==> src/rtl/tlb_pkg.sv <==
package tlb_pkg;
  parameter int TLB_ENTRIES = 8;

  typedef enum logic {
    PURGE_PAGE = 1'b0,
    PURGE_PROC = 1'b1
  } purge_mode_e;

  // Strobes from control to datapath, one bit per entry
  typedef struct packed {
    logic [TLB_ENTRIES-1:0] clearMask;
    logic [TLB_ENTRIES-1:0] writeMask;
  } tlb_strobe_t;
endpackage

==> src/rtl/tlb_ctrl.sv <==
module tlb_ctrl
  import tlb_pkg::*;
(
  input  logic                   clk,
  input  logic                   rstN,
  input  logic                   fillValid,
  input  logic                   purgeValid,
  input  logic [TLB_ENTRIES-1:0] validVec,
  input  logic [TLB_ENTRIES-1:0] purgeHitVec,
  input  logic [TLB_ENTRIES-1:0] fillSameVec,
  output tlb_strobe_t            strobe
);
  localparam int IDX_W = (TLB_ENTRIES > 1) ? $clog2(TLB_ENTRIES) : 1;
  localparam logic [IDX_W-1:0] LAST_IDX = IDX_W'(TLB_ENTRIES - 1);

  logic [IDX_W-1:0]       rrPtr;
  logic [TLB_ENTRIES-1:0] validAfter;
  logic [TLB_ENTRIES-1:0] sameAfter;
  logic [TLB_ENTRIES-1:0] firstFree;
  logic                   anyFree;
  logic                   useRr;

  always_comb begin
    // purge takes effect before the fill is placed
    strobe.clearMask = purgeValid ? purgeHitVec : '0;
    validAfter = validVec & ~strobe.clearMask;
    sameAfter  = fillSameVec & ~strobe.clearMask;
    firstFree  = '0;
    anyFree    = 1'b0;
    for (int i = 0; i < TLB_ENTRIES; i++) begin
      if (!validAfter[i] && !anyFree) begin
        firstFree[i] = 1'b1;
        anyFree      = 1'b1;
      end
    end
    useRr            = 1'b0;
    strobe.writeMask = '0;
    if (fillValid) begin
      if (|sameAfter) begin
        strobe.writeMask = sameAfter;
      end else if (anyFree) begin
        strobe.writeMask = firstFree;
      end else begin
        for (int i = 0; i < TLB_ENTRIES; i++) begin
          strobe.writeMask[i] = (rrPtr == IDX_W'(i));
        end
        useRr = 1'b1;
      end
    end
  end

  always_ff @(posedge clk or negedge rstN) begin
    if (!rstN) begin
      rrPtr <= '0;
    end else if (useRr) begin
      rrPtr <= (rrPtr == LAST_IDX) ? '0 : rrPtr + 1'b1;
    end
  end
endmodule

==> src/rtl/tlb_datapath.sv <==
module tlb_datapath
  import tlb_pkg::*;
#(
  parameter int PID_W = 8,
  parameter int VPN_W = 20,
  parameter int PFN_W = 24
) (
  input  logic                   clk,
  input  logic                   rstN,
  input  logic                   lookupValid,
  input  logic [VPN_W-1:0]       lookupVpn,
  input  logic [PID_W-1:0]       lookupPid,
  input  logic                   lookupWrite,
  input  logic [VPN_W-1:0]       fillVpn,
  input  logic [PID_W-1:0]       fillPid,
  input  logic [PFN_W-1:0]       fillFrame,
  input  logic                   fillWritable,
  input  logic                   purgeMode,
  input  logic [VPN_W-1:0]       purgeVpn,
  input  logic [PID_W-1:0]       purgePid,
  input  tlb_strobe_t            strobe,
  output logic [TLB_ENTRIES-1:0] validVec,
  output logic [TLB_ENTRIES-1:0] lookupHitVec,
  output logic [TLB_ENTRIES-1:0] purgeHitVec,
  output logic [TLB_ENTRIES-1:0] fillSameVec,
  output logic                   respValid,
  output logic                   respHit,
  output logic                   respMiss,
  output logic                   respFault,
  output logic [PFN_W-1:0]       respFrame,
  output logic                   respWritable
);
  logic             validQ [TLB_ENTRIES];
  logic [PID_W-1:0] pidQ   [TLB_ENTRIES];
  logic [VPN_W-1:0] vpnQ   [TLB_ENTRIES];
  logic [PFN_W-1:0] frameQ [TLB_ENTRIES];
  logic             wrQ    [TLB_ENTRIES];

  for (genvar g = 0; g < TLB_ENTRIES; g++) begin : gEntry
    assign validVec[g]     = validQ[g];
    assign lookupHitVec[g] = validQ[g] && (pidQ[g] == lookupPid) && (vpnQ[g] == lookupVpn);
    assign purgeHitVec[g]  = validQ[g] && (pidQ[g] == purgePid) &&
                             ((purgeMode == PURGE_PROC) || (vpnQ[g] == purgeVpn));
    assign fillSameVec[g]  = validQ[g] && (pidQ[g] == fillPid) && (vpnQ[g] == fillVpn);

    always_ff @(posedge clk or negedge rstN) begin
      if (!rstN) begin
        validQ[g] <= 1'b0;
      end else if (strobe.writeMask[g]) begin
        validQ[g] <= 1'b1;
      end else if (strobe.clearMask[g]) begin
        validQ[g] <= 1'b0;
      end
    end

    always_ff @(posedge clk) begin
      if (strobe.writeMask[g]) begin
        pidQ[g]   <= fillPid;
        vpnQ[g]   <= fillVpn;
        frameQ[g] <= fillFrame;
        wrQ[g]    <= fillWritable;
      end
    end
  end

  logic [PFN_W-1:0] selFrame;
  logic             selWr;
  logic             anyHit;
  logic             denied;

  always_comb begin
    selFrame = '0;
    selWr    = 1'b0;
    for (int i = 0; i < TLB_ENTRIES; i++) begin
      if (lookupHitVec[i]) begin
        selFrame = selFrame | frameQ[i];
        selWr    = selWr | wrQ[i];
      end
    end
    anyHit = |lookupHitVec;
    denied = lookupWrite && !selWr;
  end

  always_ff @(posedge clk or negedge rstN) begin
    if (!rstN) begin
      respValid    <= 1'b0;
      respHit      <= 1'b0;
      respMiss     <= 1'b0;
      respFault    <= 1'b0;
      respFrame    <= '0;
      respWritable <= 1'b0;
    end else begin
      respValid    <= lookupValid;
      respHit      <= lookupValid && anyHit && !denied;
      respMiss     <= lookupValid && !anyHit;
      respFault    <= lookupValid && anyHit && denied;
      respFrame    <= (lookupValid && anyHit && !denied) ? selFrame : '0;
      respWritable <= lookupValid && anyHit && !denied && selWr;
    end
  end
endmodule

==> src/rtl/ptag_tlb.sv <==
module ptag_tlb
  import tlb_pkg::*;
#(
  parameter int PID_W = 8,
  parameter int VPN_W = 20,
  parameter int PFN_W = 24
) (
  input  logic             clk,
  input  logic             rstN,
  input  logic             lookupValid,
  input  logic [VPN_W-1:0] lookupVpn,
  input  logic [PID_W-1:0] lookupPid,
  input  logic             lookupWrite,
  input  logic             fillValid,
  input  logic [VPN_W-1:0] fillVpn,
  input  logic [PID_W-1:0] fillPid,
  input  logic [PFN_W-1:0] fillFrame,
  input  logic             fillWritable,
  input  logic             purgeValid,
  input  logic             purgeMode,
  input  logic [VPN_W-1:0] purgeVpn,
  input  logic [PID_W-1:0] purgePid,
  output logic             respValid,
  output logic             respHit,
  output logic             respMiss,
  output logic             respFault,
  output logic [PFN_W-1:0] respFrame,
  output logic             respWritable
);
  tlb_strobe_t            strobe;
  logic [TLB_ENTRIES-1:0] validVec;
  logic [TLB_ENTRIES-1:0] lookupHitVec;
  logic [TLB_ENTRIES-1:0] purgeHitVec;
  logic [TLB_ENTRIES-1:0] fillSameVec;

  tlb_ctrl uCtrl (
    .clk(clk), .rstN(rstN), .fillValid(fillValid), .purgeValid(purgeValid),
    .validVec(validVec), .purgeHitVec(purgeHitVec), .fillSameVec(fillSameVec),
    .strobe(strobe)
  );

  tlb_datapath #(.PID_W(PID_W), .VPN_W(VPN_W), .PFN_W(PFN_W)) uData (
    .clk(clk), .rstN(rstN),
    .lookupValid(lookupValid), .lookupVpn(lookupVpn), .lookupPid(lookupPid),
    .lookupWrite(lookupWrite),
    .fillVpn(fillVpn), .fillPid(fillPid), .fillFrame(fillFrame), .fillWritable(fillWritable),
    .purgeMode(purgeMode), .purgeVpn(purgeVpn), .purgePid(purgePid),
    .strobe(strobe),
    .validVec(validVec), .lookupHitVec(lookupHitVec), .purgeHitVec(purgeHitVec),
    .fillSameVec(fillSameVec),
    .respValid(respValid), .respHit(respHit), .respMiss(respMiss), .respFault(respFault),
    .respFrame(respFrame), .respWritable(respWritable)
  );
endmodule

==> config.mk <==
export PLATFORM = sky130hd
export DESIGN_NAME = ptag_tlb
export DESIGN_NICKNAME = d
export VERILOG_FILES = /design/src/rtl/tlb_pkg.sv /design/src/rtl/tlb_ctrl.sv /design/src/rtl/tlb_datapath.sv /design/src/rtl/ptag_tlb.sv
export SDC_FILE = /design/constraint.sdc
export NUM_CORES = 1
export LEC_CHECK = 0
export BUFFER_PORTS_ARGS = -buffer_cell sky130_fd_sc_hd__buf_4
export CORE_ASPECT_RATIO = 1.5
export CORE_UTILIZATION = 61
export CTS_CLUSTER_SIZE = 8
export DETAILED_ROUTE_END_ITERATION = 10
export PLACE_DENSITY = 0.8
export SLEW_MARGIN = 20
export SYNTH_ARGS = -nofsm -noshare
export SYNTH_HDL_FRONTEND = slang
export SYNTH_HIERARCHICAL = 1
export SYNTH_SLANG_ARGS = --single-unit
export TNS_END_PERCENT = 30
==> constraint.sdc <==
create_clock -name clk -period 9.1 [get_ports clk]
set_input_delay 1.365 -clock clk [delete_from_list [all_inputs] [get_ports clk]]
set_output_delay 1.365 -clock clk [all_outputs]
set_load 0.01 [all_outputs]
==> flow_metrics.py <==
metrics = {
    "clock_network": {
        "clk_path_buf_depth": 3,
        "cts_setup_buffers": 0,
        "clk_pin_slew_ns": 0.05,
        "insertion_delay_ns": 0.60,
        "clockRootBuffer": "clkbuf_16",
        "numCtsBuffers": 68,
        "cts_hold_buffers": 0,
        "cts.repair.resized": 0,
        "cts.sinks": 464,
        "htreeDepth": 3,
        "cts_tree": "yes",
    },
    "sta": {
        "layout_min_cycle_time_ns": 6.579,
        "hold_violations": 0,
        "drv_slew": 0,
        "slew_headroom_pct": 7.953,
        "fin_skew_ns": 0.02488,
        "fmax_mhz": 152.0,
        "fin_setup_tns_ns": 0,
        "period_share_pct": 72.30,
        "worstMarginPinSlew_ns": 1.376,
        "finalSetupViolations": 0,
        "rsz0062_at_grt": "false",
    },
    "floorplanning": {
        "core-area_mm2": 0.03843,
        "ios": 145,
        "dieHeight_um": 243.5,
        "std_cell_rows": 88,
        "start_util_pct": 61.73,
        "die_area_mm2": 0.03970,
        "die_w_um": 163.0,
    },
    "min_path": {
        "hold_class": "flip-flop to flip-flop",
    },
    "placement": {
        "dp_hpwl_mm": 70.74,
        "io_buffer_count": 144,
        "placed_cell_area_mm2": 0.02511,
        "gp_congestion": 1.182,
    },
    "route": {
        "vias": 18100,
        "drt-vias-per-instance": 7.316,
        "firstDrtPassIters": 7,
        "drt-total-wl_mm": 105.6,
        "drtIter0Drc": 3099,
        "drc": 0,
        "drt.antenna.violating_nets": 0,
        "wire_per_inst_um": 42.68,
    },
    "synthesis": {
        "synth_area_mm2": 0.02372,
        "synth_cells": 1809,
        "yosys_warnings": 6,
        "postSynthAreaPerCell_um2": 13.11,
        "synth_nets": 1931,
    },
    "final_layout": {
        "drive_gt1_share_pct": 13.73,
        "fin_area_mm2": 0.02715,
        "layout_common_cells": "424 x edfxtp_1, 355 x xnor2_1, 314 x xor2_1, 166 x buf_4, 90 x nand4_1",
        "post-route-util_pct": 70.65,
        "area_growth_pct": 14.44,
        "num-nets-final": 2053,
        "final_common_cell": "edfxtp_1",
    },
    "pwr": {
        "max-vdd-ir-drop_mv": 0.5251,
        "power_leakage_uw": 0.008990,
        "pwr_density_cell_mw_per_mm2": 296.8,
    },
    "global_route": {
        "first_global_vias": 17740,
        "grt_pass1_wl_mm": 143.7,
        "grt-ovfl-total": 0,
        "antenna_found_initial": 16,
        "grtUsageTotal_pct": 54.56,
        "grt_max_degree": 55,
    },
    "job": {
        "drv_cap": 0,
    },
    "critical_path": {
        "cp-end-kind": "flip-flop",
        "crit_type": "input port to flip-flop",
        "critPathLaunchType": "input port",
        "required_ns": 9.31,
        "critPathMaxFanout": 30,
        "arrival_ns": 6.79,
    },
    "run_status": {
        "status": "completed",
    },
}
==> path summary, 6_finish.rpt <==
kind / from / end / slack [ns] / depth (start not counted)
worst max-delay path: purgeVpn[0] / uData/vpnQ[1][27]$_DFFE_PP_ / 2.52 / 12
worst min-delay path: uData/frameQ[0][54]$_DFFE_PP_ / uData/respFrame[6]$_DFF_PN0_ / 0.54 / 2
worst max register to register: uData/vpnQ[0][40]$_DFFE_PP_ / uData/vpnQ[1][27]$_DFFE_PP_ / 2.89 / 11
worst min register to register: uData/frameQ[0][54]$_DFFE_PP_ / uData/respFrame[6]$_DFF_PN0_ / 0.54 / 2
max in group asynchronous: rstN / uData/respFrame[7]$_DFF_PN0_ / 7.73 / 1
min in group asynchronous: rstN / uCtrl/rrPtr[2]$_DFFE_PN0P_ / 0.84 / 1
==> metrics by stage <==
step | std cells | hold slack [ns] | power [µW] | worst slack, ns
after floorplan | 1809 | 0.4945 | 4474 | 1.019
after global placement | 2356 | 0.5082 | 5427 | 2.613
after detailed placement | 2356 | 0.5305 | 5452 | 2.593
after CTS | 2469 | 0.5471 | 7816 | 3.185
after global routing | 2469 | 0.5772 | 8133 | 2.650
final | 2474 | 0.5386 | 8058 | 2.521
==> registers in the layout, indices dropped and copies added, names as in the netlist <==
name                count
uCtrl/rrPtr             3
uData/frameQ          192
uData/pidQ             64
uData/respFault         1
uData/respFrame        24
uData/respHit           1
uData/respMiss          1
uData/respValid         1
uData/respWritable      1
uData/validVec          8
uData/vpnQ            160
uData/wrQ               8
==> report_power, final <==
part	switching (µW)	internal (µW)
logic	1480	604
clock network	981	1400
registers	568	3030
==> routing by layer <==
metal  global-route usage (%)  up-vias  routed length [µm]
met5                        0        -                 121
met4                    47.17       20               12130
met3                    20.96      595               15000
met2                    81.53     1908               46560
met1                    60.64     8720               31790
li1                         -     6858                   -
==> critical path, cell delays in order <==
cell       delay, ns
buf_4           0.17
xnor2_1         0.21
nand4_1         0.58
nor3_1          1.00
a31oi_1         0.31
nor3_1          0.34
nand2b_1        0.17
o2111ai_1       0.16
nor4_2          0.75
o21ai_1         0.24
nor2_4          0.78
buf_4           0.62
==> area by class of cell <==
class,count,area (µm²)
Sequential cell,464,13730
Fill cell,2570,11280
Multi-Input combinational cell,1206,9477
Clock buffer,106,1844
Timing Repair Buffer,166,1246
Tap cell,495,619.3
Clock inverter,7,122.6
Inverter,25,93.84
Antenna cell,5,12.51
Note: power is estimated with default switching activity, not from simulation.
